### src/rtl/eoi_rearm_pkg.sv
`timescale 1ns/1ps
package eoi_rearm_pkg;

  // Counter value after one scan step: bump increments, else restart at 0;
  // reaching the limit also wraps to 0.
  function automatic int unsigned storm_next(int unsigned cnt, int unsigned limit, logic bump);
    if (!bump) return 0;
    return (cnt + 1 >= limit) ? 0 : cnt + 1;
  endfunction

  // A bump that reaches the limit trips the throttle.
  function automatic logic storm_trips(int unsigned cnt, int unsigned limit, logic bump);
    return bump && (cnt + 1 >= limit);
  endfunction

  // Timer may be (re)loaded only when idle or when a reload would fire sooner.
  function automatic logic arm_allowed(int unsigned remaining, int unsigned delay);
    return (remaining == 0) || (remaining > delay);
  endfunction

endpackage

### src/rtl/eoi_scan.sv
`timescale 1ns/1ps
module eoi_scan #(
  parameter int NPINS = 24,
  parameter int VEC_W = 8,
  parameter int PW    = (NPINS > 1) ? $clog2(NPINS) : 1
) (
  input  logic             clk,
  input  logic             rst_n,
  input  logic             start,
  input  logic [VEC_W-1:0] start_vec,
  output logic             busy,
  output logic [PW-1:0]    idx,
  output logic [VEC_W-1:0] vec_q
);
  localparam logic [PW-1:0] LAST = PW'(NPINS - 1);

  always_ff @(posedge clk) begin
    if (!rst_n) begin
      busy  <= 1'b0;
      idx   <= '0;
      vec_q <= '0;
    end else if (busy) begin
      if (idx == LAST) begin
        busy <= 1'b0;
        idx  <= '0;
      end else begin
        idx <= idx + 1'b1;
      end
    end else if (start) begin
      busy  <= 1'b1;
      idx   <= '0;
      vec_q <= start_vec;
    end
  end
endmodule

### src/rtl/storm_cnt_bank.sv
`timescale 1ns/1ps
module storm_cnt_bank
  import eoi_rearm_pkg::*;
#(
  parameter int NPINS = 24,
  parameter int LIMIT = 10000,
  parameter int CNT_W = $clog2(LIMIT + 1),
  parameter int PW    = (NPINS > 1) ? $clog2(NPINS) : 1
) (
  input  logic          clk,
  input  logic          rst_n,
  input  logic          step_en,
  input  logic [PW-1:0] step_idx,
  input  logic          step_bump,
  input  logic          wr_en,
  input  logic [PW-1:0] wr_idx,
  output logic          trip
);
  logic [CNT_W-1:0] cnt_q [NPINS];
  logic [CNT_W-1:0] cur_cnt;

  assign cur_cnt = cnt_q[step_idx];
  assign trip    = step_en && storm_trips(32'(cur_cnt), LIMIT, step_bump);

  for (genvar i = 0; i < NPINS; i++) begin : g_pin
    always_ff @(posedge clk) begin
      if (!rst_n) begin
        cnt_q[i] <= '0;
      end else if (wr_en && (wr_idx == PW'(i))) begin
        cnt_q[i] <= '0;
      end else if (step_en && (step_idx == PW'(i))) begin
        cnt_q[i] <= CNT_W'(storm_next(32'(cnt_q[i]), LIMIT, step_bump));
      end
    end
  end
endmodule

### src/rtl/rearm_timer.sv
`timescale 1ns/1ps
module rearm_timer
  import eoi_rearm_pkg::*;
#(
  parameter int DELAY = 2000000,
  parameter int TW    = $clog2(DELAY + 1)
) (
  input  logic clk,
  input  logic rst_n,
  input  logic arm,
  output logic expire,
  output logic running
);
  logic [TW-1:0] t_q, t_dec, t_n;

  always_comb begin
    t_dec = (t_q != '0) ? t_q - 1'b1 : '0;
    t_n   = (arm && arm_allowed(32'(t_dec), DELAY)) ? TW'(DELAY) : t_dec;
  end

  assign expire  = (t_q == TW'(1));
  assign running = (t_q != '0);

  always_ff @(posedge clk) begin
    if (!rst_n) t_q <= '0;
    else        t_q <= t_n;
  end
endmodule

### src/rtl/eoi_rearm_ctrl.sv
`timescale 1ns/1ps
module eoi_rearm_ctrl #(
  parameter int NPINS = 24,
  parameter int VEC_W = 8,
  parameter int LIMIT = 10000,
  parameter int DELAY = 2000000,
  parameter int PW    = (NPINS > 1) ? $clog2(NPINS) : 1
) (
  input  logic                   clk,
  input  logic                   rst_n,
  input  logic                   eoi_valid,
  input  logic [VEC_W-1:0]       eoi_vector,
  input  logic [NPINS*VEC_W-1:0] ent_vector,
  input  logic [NPINS-1:0]       ent_level,
  input  logic [NPINS-1:0]       ent_mask,
  input  logic [NPINS-1:0]       ent_rirr,
  input  logic [NPINS-1:0]       pend,
  input  logic                   tbl_wr,
  input  logic [PW-1:0]          tbl_wr_pin,
  output logic                   busy,
  output logic [NPINS-1:0]       rirr_clr,
  output logic                   svc_req
);
  // Named internal events, visible to the bound checker.
  logic [PW-1:0]    scan_idx;
  logic [VEC_W-1:0] scan_vec;
  logic [VEC_W-1:0] cur_vec;
  logic             hit_w, bump_w, trip_w, imm_w, defer_w;
  logic             expire_w, tmr_busy_w;
  logic [NPINS-1:0] rirr_clr_q;
  logic             svc_q;

  eoi_scan #(.NPINS(NPINS), .VEC_W(VEC_W), .PW(PW)) u_scan (
    .clk(clk), .rst_n(rst_n), .start(eoi_valid), .start_vec(eoi_vector),
    .busy(busy), .idx(scan_idx), .vec_q(scan_vec)
  );

  assign cur_vec = ent_vector[scan_idx*VEC_W +: VEC_W];
  assign hit_w   = busy && (cur_vec == scan_vec) && ent_level[scan_idx] && ent_rirr[scan_idx];
  assign bump_w  = hit_w && !ent_mask[scan_idx] && pend[scan_idx];

  storm_cnt_bank #(.NPINS(NPINS), .LIMIT(LIMIT), .PW(PW)) u_cnt (
    .clk(clk), .rst_n(rst_n), .step_en(hit_w), .step_idx(scan_idx),
    .step_bump(bump_w), .wr_en(tbl_wr), .wr_idx(tbl_wr_pin), .trip(trip_w)
  );

  assign defer_w = trip_w;
  assign imm_w   = bump_w && !trip_w;

  rearm_timer #(.DELAY(DELAY)) u_tmr (
    .clk(clk), .rst_n(rst_n), .arm(defer_w), .expire(expire_w), .running(tmr_busy_w)
  );

  always_ff @(posedge clk) begin
    if (!rst_n) begin
      rirr_clr_q <= '0;
      svc_q      <= 1'b0;
    end else begin
      rirr_clr_q <= hit_w ? (NPINS'(1) << scan_idx) : '0;
      svc_q      <= imm_w || expire_w;
    end
  end

  assign rirr_clr = rirr_clr_q;
  assign svc_req  = svc_q;
endmodule

### config.mk
export PLATFORM = sky130hd
export DESIGN_NAME = eoi_rearm_ctrl
export DESIGN_NICKNAME = d
export VERILOG_FILES = /design/src/rtl/eoi_rearm_pkg.sv /design/src/rtl/eoi_scan.sv /design/src/rtl/storm_cnt_bank.sv /design/src/rtl/rearm_timer.sv /design/src/rtl/eoi_rearm_ctrl.sv
export SDC_FILE = /design/constraint.sdc
export NUM_CORES = 1
export LEC_CHECK = 0
export CAP_MARGIN = 40
export CORE_AREA = 2 2 214 216
export DETAILED_ROUTE_END_ITERATION = 7
export DIE_AREA = 0 0 216 218
export PLACE_DENSITY = 0.89
export SETUP_SLACK_MARGIN = 0.3
export SKIP_CTS_REPAIR_TIMING = 1
export SYNTH_ARGS = -nofsm -noshare
export SYNTH_HDL_FRONTEND = slang
export SYNTH_SLANG_ARGS = --single-unit
### constraint.sdc
create_clock -name clk -period 7.85 [get_ports clk]
set_input_delay 1.9625 -clock clk [delete_from_list [all_inputs] [get_ports clk]]
set_output_delay 1.9625 -clock clk [all_outputs]
set_load 0.1 [all_outputs]
; ---- Word-level counts from Yosys, hierarchy flattened
; Memory sizes are Yosys's and may differ from the RTL's. A register that Yosys moved wholly into a read port is not among the register bits.
; Index checks and enable logic that the tools add are counted.
[totals]
n_memories = 1
inputBits = 305
wordCells = 659
register_bits = 60
out_inout_bits = 26
mem_bits_rw = 336
[mem_list]
columns = memory, words, word_bits, rd, rd_clocked_by_memory_dff, write_ports, line
row1 = u_cnt.cnt_q, 24, 14, 25, 1, 24, storm_cnt_bank.sv:19  ; logic [CNT_W-1:0] cnt_q [NPINS];
[op_classes]
n_shift = 2
bitwise = 50
muxes = 428
n_reduce_logical = 69
addsub = 27
n_eq_ne = 48
n_lt_le_gt_ge = 27
[op_table]
columns = cell, n
row1 = $mux 14, 168
row2 = $add 14x1->15 const B, 25
row3 = $ge 15x14->1 const B, 24
row4 = $mux 1, 249
row5 = $shiftx 192x9->8, 1
row6 = $eq 5x4->1 const B, 16
row7 = $eq 5x5->1 const B, 16
row8 = $logic_and 1x1->1, 57
row9 = $or 1x1->1, 48
row10 = $mux 21, 2
row11 = $eq 5x3->1 const B, 8
row12 = $ge 32x14->1 const B, 1
row13 = $mux 5, 5
row14 = $shl 1x5->24 const A, 1
row15 = $eq 21x1->1 const B, 1
row16 = $gt 21x21->1 const B, 1
row17 = $logic_not 21->1, 1
row18 = $reduce_bool 21->1, 1
row19 = $sub 21x1->21 const B, 1
row20 = $bmux 1 s5, 4
row21 = $eq 5x2->1 const B, 4
row22 = $eq 5x1->1 const B, 2
row23 = $logic_not 5->1, 2
row24 = $eq 8x8->1, 1
row25 = 8 further kinds, 12

; ---- Logic depth before layout (Yosys ltp)
; Gate-level depths: netlist of run 1.
[logic_depth]
word_depth = 16
mapped_depth = 17

; ---- By module
; Synthesis of run 1 repeated with hierarchy kept, for this count alone.
[unflattened]
cells_unflattened = 3045
hier_area_um2 = 28209.6
[by_module_without_submodules]
columns = module, area_per_inst_um2, seq_area_each_um2, cells_each, instances
row1 = storm_cnt_bank, 22639.2, 10089.7, 2387, 1
row2 = eoi_rearm_ctrl, 3399.5, 500.5, 389, 1
row3 = rearm_timer, 1604.0, 420.4, 200, 1
row4 = eoi_scan, 566.8, 280.3, 69, 1

; ---- Worst setup path before layout of run 1
; Ideal clock, no wire load.
[synth_timing]
path_type = input port to flip-flop
startpoint = input ent_vector[12]
endpoint = memory u_cnt.cnt_q[21][0] (netlist bit), enable pin
setup_time_ns = 0.392
arrival_ns = 5.025
required_ns = 7.458
setup_slack_ns = 2.433
stages = 8
path_buffers = 0
cell_sequence = mux4_1 > or2_2 > a32oi_1 > a211oi_1 > or4_4 > nor4_4 > nand2_1 > o221ai_1
[synth_rtl]
columns = element, line
row1 = "start, declared", eoi_rearm_ctrl.sv:13  ; input logic [NPINS*VEC_W-1:0] ent_vector,
row2 = "end, declared", storm_cnt_bank.sv:19

==> results of run 1 <==
## routing by layer
metal	share of wire	GRT usage	wire, um
met1	0.33	0.432	30400
met2	0.47	0.625	42900
met3	0.11	0.0731	9550
met4	0.087	0.294	7920
met5	0.00030	0	27
## layout make-up
type | count | area [um2]
tap | 600 | 751
timing repair buffer | 407 | 4130
antenna | 15 | 37.5
sequential | 401 | 11400
clock buffer | 55 | 1190
fill | 3036 | 11700
inverter | 86 | 323
clock inverter | 25 | 313
multi-input combinational | 2235 | 15100
## flip-flops by register name (all words and copies together), names as in the netlist, named ones only
register,cells
rirr_clr,24
u_cnt.cnt_q,336
u_scan.busy,1
u_scan.idx,5
u_scan.vec_q,8
u_tmr.t_q,21
svc_req,1
## final timing paths
path / to / slack (ns) / depth (start not counted)
worst max-delay path: u_cnt.cnt_q[6][13] / 1.59 / 10
worst min-delay path: u_scan.vec_q[3] / 0.53 / 2
worst max register to register: u_cnt.cnt_q[6][13] / 2.16 / 10
worst min register to register: u_scan.vec_q[3] / 0.53 / 2
## placed cells by master (no fill, tap or decap), types with 13 or more instances in the layout
master	n
clkdlybuf4s50_1	330
nor3_1	94
xor2_1	137
nor2_1	500
and3_1	79
nor2b_1	22
nor4_1	14
mux2i_1	52
nand3b_1	15
xnor2_1	174
nand4_1	69
edfxtp_1	336
o211ai_1	35
a211oi_1	23
o21ai_0	60
mux4_2	76
nand3_1	169
buf_4	47
or3_1	21
a31oi_1	33
ha_1	33
buf_8	28
inv_1	82
nor2_2	21
diode_2	15
nand2b_1	13
and4_1	19
a21oi_1	79
dfxtp_1	58
o22ai_1	20
nand2_1	199
nor3b_1	17
clkbuf_16	43
nor2_4	19
mux2_2	35
## stage by stage
| step | setup WS [ns] | cells | hold slack (ns) | total power (W) | area [um2] |
|---|---|---|---|---|---|
| after floorplan | 2.43 | 2875 | 0.465 | 0.00324 | 27500 |
| after global placement | 1.26 | 3691 | 0.494 | 0.00361 | 31100 |
| after detailed placement | 1.16 | 3729 | 0.497 | 0.00364 | 31700 |
| after CTS | 1.70 | 3809 | 0.523 | 0.00581 | 33200 |
| after global routing | 1.46 | 3823 | 0.563 | 0.00600 | 33200 |
| final | 1.59 | 3824 | 0.528 | 0.00583 | 33200 |
## worst max-delay path, cell delays in order
cell	delay [ns]
clkdlybuf4s50_1	0.50
nand2_1	0.07
mux4_2	0.52
a2111oi_0	0.46
a311oi_1	0.12
or4_4	0.57
nor4_4	0.67
and4_1	0.81
nand4_1	0.67
nor2_1	0.30
## cell families after synthesis
group	share of synthesized area
compound gates	0.101
mux	0.0963
xor+xnor	0.0989
flops	0.414
simple gates	0.236
fa+ha+maj	0.0150
buf+inv	0.0393
## power groups by stage
| stage | sequential (W) | clock, W | combinational [W] |
|---|---|---|---|
| final | 0.00260 | 0.00219 | 0.00104 |
| after global routing | 0.00262 | 0.00228 | 0.00111 |
| after detailed placement | 0.00264 | 0 | 0.00101 |
| after CTS | 0.00259 | 0.00220 | 0.00101 |
| after global placement | 0.00263 | 0 | 0.000986 |
| after floorplan | 0.00257 | 0 | 0.000676 |
==> impl_metrics.env, run 1 <==
export IMPL_synth_edf_count=336
export IMPL_globalplace_congestion=0.979
export IMPL_synth_seq_cells=401
export IMPL_drc=0
export IMPL_yosysUniqueCellTypes=85
export IMPL_crit_path_start="ent_rirr[4]"
export IMPL_worstPathArrival_ns=6.66
export IMPL_clk_pin_slew_ns=0.06
export IMPL_slew_violations=0
export IMPL_track_usage=0.377
export IMPL_synth_nets=3213
export IMPL_core_area_um2=44900
export IMPL_power_switching_w=0.00163
export IMPL_vias=25333
export IMPL_yosys_top_cells_count="nor2_1, edfxtp_1, nand2_1"
export IMPL_numPortBuffers=330
export IMPL_setup_viol=0
export IMPL_fmax_mhz=160
export IMPL_die_h_um=218
export IMPL_clock_sinks=401
export IMPL_cts_buffers=43
export IMPL_grt_pass1_wl_mm=137
export IMPL_leakagePower_nw=11.0
export IMPL_synth_top_area_cell="edfxtp_1"
export IMPL_drtPass1Iterations=7
export IMPL_yosysTopAreaCellShare=0.366
export IMPL_fp_dieArea_um2=47100
export IMPL_ios=331
export IMPL_p_int_w=0.00421
export IMPL_relSlewSlack=0.363
export IMPL_holdCritStartpoint="u_scan.vec_q[3]"
export IMPL_power_frac_seq=0.446
export IMPL_timing_setup_tns_ns=0
export IMPL_die_w_um=216
export IMPL_clockRootBuffer="clkbuf_16"
export IMPL_yosysSeqAreaShare=0.414
export IMPL_final_layout_size_suffix_gt1_frac=0.102
export IMPL_end_kind="register"
export IMPL_synthFlopType="edfxtp_1"
export IMPL_synth_avg_cell_area_um2=9.58
export IMPL_async_flop_share=0
export IMPL_min_period_over_period=0.797
export IMPL_syn_inst=2875
export IMPL_pwr_share_comb=0.178
export IMPL_maxCapViolCount=0
export IMPL_pwr_share_clk=0.376
export IMPL_yosysWarnings=0
export IMPL_power_density_nw_per_um2=176
export IMPL_start_kind="primary input"
export IMPL_synth_most_common_cell="nor2_1"
export IMPL_netlist_area_um2=27500
export IMPL_initial_core_util=0.613
export IMPL_place_hpwl_mm=67.9
export IMPL_drtIter0Drc=3525
export IMPL_post_route_util=0.740
export IMPL_grt_pass1_vias=24436
export IMPL_crit_type="primary input to register"
export IMPL_nets=3512
export IMPL_reg2reg_from="u_scan.idx[1]"
export IMPL_synth_top_cells_by_area="edfxtp_1, nor2_1, mux4_2"
export IMPL_min_path_type="register to register"
export IMPL_cts_tree="built"
export IMPL_period_needed_ns=6.26
export IMPL_ir_drop_uv=138
export IMPL_routedWlPerCell_um=23.7
export IMPL_cts_buffer_depth=3
export IMPL_worstPathMaxFanout=14
export IMPL_crit_required_ns=8.26
export IMPL_syn_to_final_growth_pct=20.6
export IMPL_p_sw_frac=0.279
export IMPL_row_count=78
export IMPL_finalHoldViolCount=0
export IMPL_routed_wl_mm=90.8
export IMPL_htreeDepth=2
export IMPL_viasPerCell=6.62
export IMPL_overflow=0
export IMPL_ant_nets=0
export IMPL_insertion_delay_ns=0.60
export IMPL_tightest_slew_ns=0.946
export IMPL_status="completed"
export IMPL_fin_worst_skew_ns=0.0352
export IMPL_grt_max_degree=60
export IMPL_rsz0062_at_grt="no"
export IMPL_antenna_found_initial=16
No activity file was read; power rests on OpenSTA's default activity.
==> run 2, diff against run 1 <==
--- a/config.mk
+++ b/config.mk
@@ -6,10 +6,10 @@
 export NUM_CORES = 1
 export LEC_CHECK = 0
 export CAP_MARGIN = 40
-export CORE_AREA = 2 2 214 216
+export CORE_AREA = 2 2 234 236
 export DETAILED_ROUTE_END_ITERATION = 7
-export DIE_AREA = 0 0 216 218
-export PLACE_DENSITY = 0.89
+export DIE_AREA = 0 0 236 238
+export PLACE_DENSITY = 0.79
 export SETUP_SLACK_MARGIN = 0.3
 export SKIP_CTS_REPAIR_TIMING = 1
 export SYNTH_ARGS = -nofsm -noshare
==> constraint.sdc (replaced) <==
create_clock -name clk -period 5.7 [get_ports clk]
set_input_delay 1.425 -clock clk [delete_from_list [all_inputs] [get_ports clk]]
set_output_delay 1.425 -clock clk [all_outputs]
set_load 0.1 [all_outputs]
==> impl_metrics.env, run 2 (same netlist as run 1, synthesis figures left out) <==
export IMPL_end_kind="register"
export IMPL_setup_viol=0
export IMPL_die_h_um=238
export IMPL_fmax_mhz=201
export IMPL_fp_dieArea_um2=56200
export IMPL_crit_path_start="ent_rirr[6]"
export IMPL_grt_pass1_wl_mm=132
export IMPL_clock_sinks=401
export IMPL_largest_register_ffs=336
export IMPL_crit_required_ns=6.11
export IMPL_syn_to_final_growth_pct=21.3
export IMPL_ir_drop_uv=196
export IMPL_timing_setup_tns_ns=0
export IMPL_clk_pin_slew_ns=0.06
export IMPL_min_delay_worst_endpoint="u_tmr.t_q[5]"
export IMPL_worstPathArrival_ns=5.38
export IMPL_vias=24527
export IMPL_ios=331
export IMPL_numPortBuffers=330
export IMPL_place_ws_ns=0.216
export IMPL_cts_tree="built"
export IMPL_die_w_um=236
export IMPL_grt_max_degree=69
export IMPL_routedWlPerCell_um=22.1
export IMPL_core_area_um2=53500
export IMPL_slew_violations=0
export IMPL_track_usage=0.302
export IMPL_largest_register="u_cnt.cnt_q"
export IMPL_worstReg2RegEnd="u_cnt.cnt_q[19][5]"
export IMPL_layout_commonest_cell="nor2_1"
export IMPL_drtPass1Iterations=6
export IMPL_overflow=0
export IMPL_initial_core_util=0.515
export IMPL_r2r_slack_ns=0.96
export IMPL_viasPerCell=6.24
export IMPL_row_count=85
export IMPL_final_layout_size_suffix_gt1_frac=0.104
export IMPL_clockRootBuffer="clkbuf_16"
export IMPL_nFillCells=4257
export IMPL_relSlewSlack=0.378
export IMPL_drtIter0Drc=2552
export IMPL_antenna_found_initial=3
export IMPL_crit_type="primary input to register"
export IMPL_min_path_cells=2
export IMPL_worstPathMaxFanout=14
export IMPL_leakagePower_nw=11.0
export IMPL_globalplace_congestion=0.979
export IMPL_cts_buffers=44
export IMPL_place_hpwl_mm=65.7
export IMPL_min_period_over_period=0.871
export IMPL_insertion_delay_ns=0.58
export IMPL_nets=3536
export IMPL_rsz0062_at_grt="no"
export IMPL_cts_buffer_depth=3
export IMPL_drc=0
export IMPL_status="completed"
export IMPL_period_needed_ns=4.97
export IMPL_start_kind="primary input"
export IMPL_r2r_cells=10
export IMPL_min_path_type="register to register"
export IMPL_layout_setup_ws_ns=0.734
export IMPL_grt_pass1_vias=23640
export IMPL_power_density_nw_per_um2=236
export IMPL_finalHoldViolCount=0
export IMPL_htreeDepth=2
export IMPL_routed_wl_mm=86.8
export IMPL_reg2reg_from="u_scan.idx[1]"
export IMPL_holdCritStartpoint="u_tmr.t_q[5]"
export IMPL_ant_nets=0
export IMPL_final_cell_mix="nor2_1, edfxtp_1, clkdlybuf4s50_1, nand2_1, xnor2_1"
export IMPL_maxCapViolCount=0
export IMPL_fin_worst_skew_ns=0.0249
export IMPL_tightest_slew_ns=0.934
## run 2: power by group
| part | internal (W) | switching, W |
|---|---|---|
| logic | 0.000679 | 0.000719 |
| registers | 0.00333 | 0.000268 |
| clock network | 0.00169 | 0.00120 |
## run 2: area by class of cell
type                       count  area (um2)  share of cell area
antenna                        3        7.51            0.000225
clock buffer                  66        1240              0.0373
clock inverter                15         179             0.00536
inverter                      86         323             0.00966
multi-input combinational   2235       15100               0.451
sequential                   401       11400               0.341
tap                          696         871              0.0261
timing repair buffer         430        4310               0.129
## run 2: metal layers
layer	GRT usage	vias to the layer above	wire, um
met4	0.197	0	5790
li1	-	11277	-
met1	0.361	11710	31900
met3	0.0475	243	7290
met5	0	-	0
met2	0.507	1297	41800
## run 2: critical path, cell delays in order
cell	delay, ns
clkdlybuf4s50_1	0.46
nand2_1	0.05
mux4_2	0.47
a2111oi_0	0.50
a311oi_1	0.16
or4_4	0.58
nor4_4	0.39
buf_4	0.24
nand4_1	0.28
a311o_1	0.61
nor2_1	0.19
## run 2: worst max path at each step
stage | cells after the start | slack [ns] | endpoint
2_1_floorplan | 8 | 0.82 | u_cnt.cnt_q[21][0]
3_3_place_gp | 10 | 0.26 | u_cnt.cnt_q[5][8]
3_5_place_dp | 10 | 0.22 | u_cnt.cnt_q[5][10]
4_1_cts | 10 | 0.80 | u_cnt.cnt_q[5][10]
5_1_grt | 11 | 0.56 | u_cnt.cnt_q[19][5]
6_report | 11 | 0.73 | u_cnt.cnt_q[19][5]
## run 2: stage by stage
step	instance area, um2	utilization	std cells	total power (W)	hold WS (ns)
after floorplan	27500	-	2875	0.00446	0.465
after global placement	31500	0.590	3821	0.00496	0.491
after detailed placement	32000	0.598	3848	0.00501	0.512
after CTS	33400	0.624	3929	0.00789	0.522
after global routing	33400	0.625	3932	0.00816	0.542
final	33400	0.625	3932	0.00788	0.530
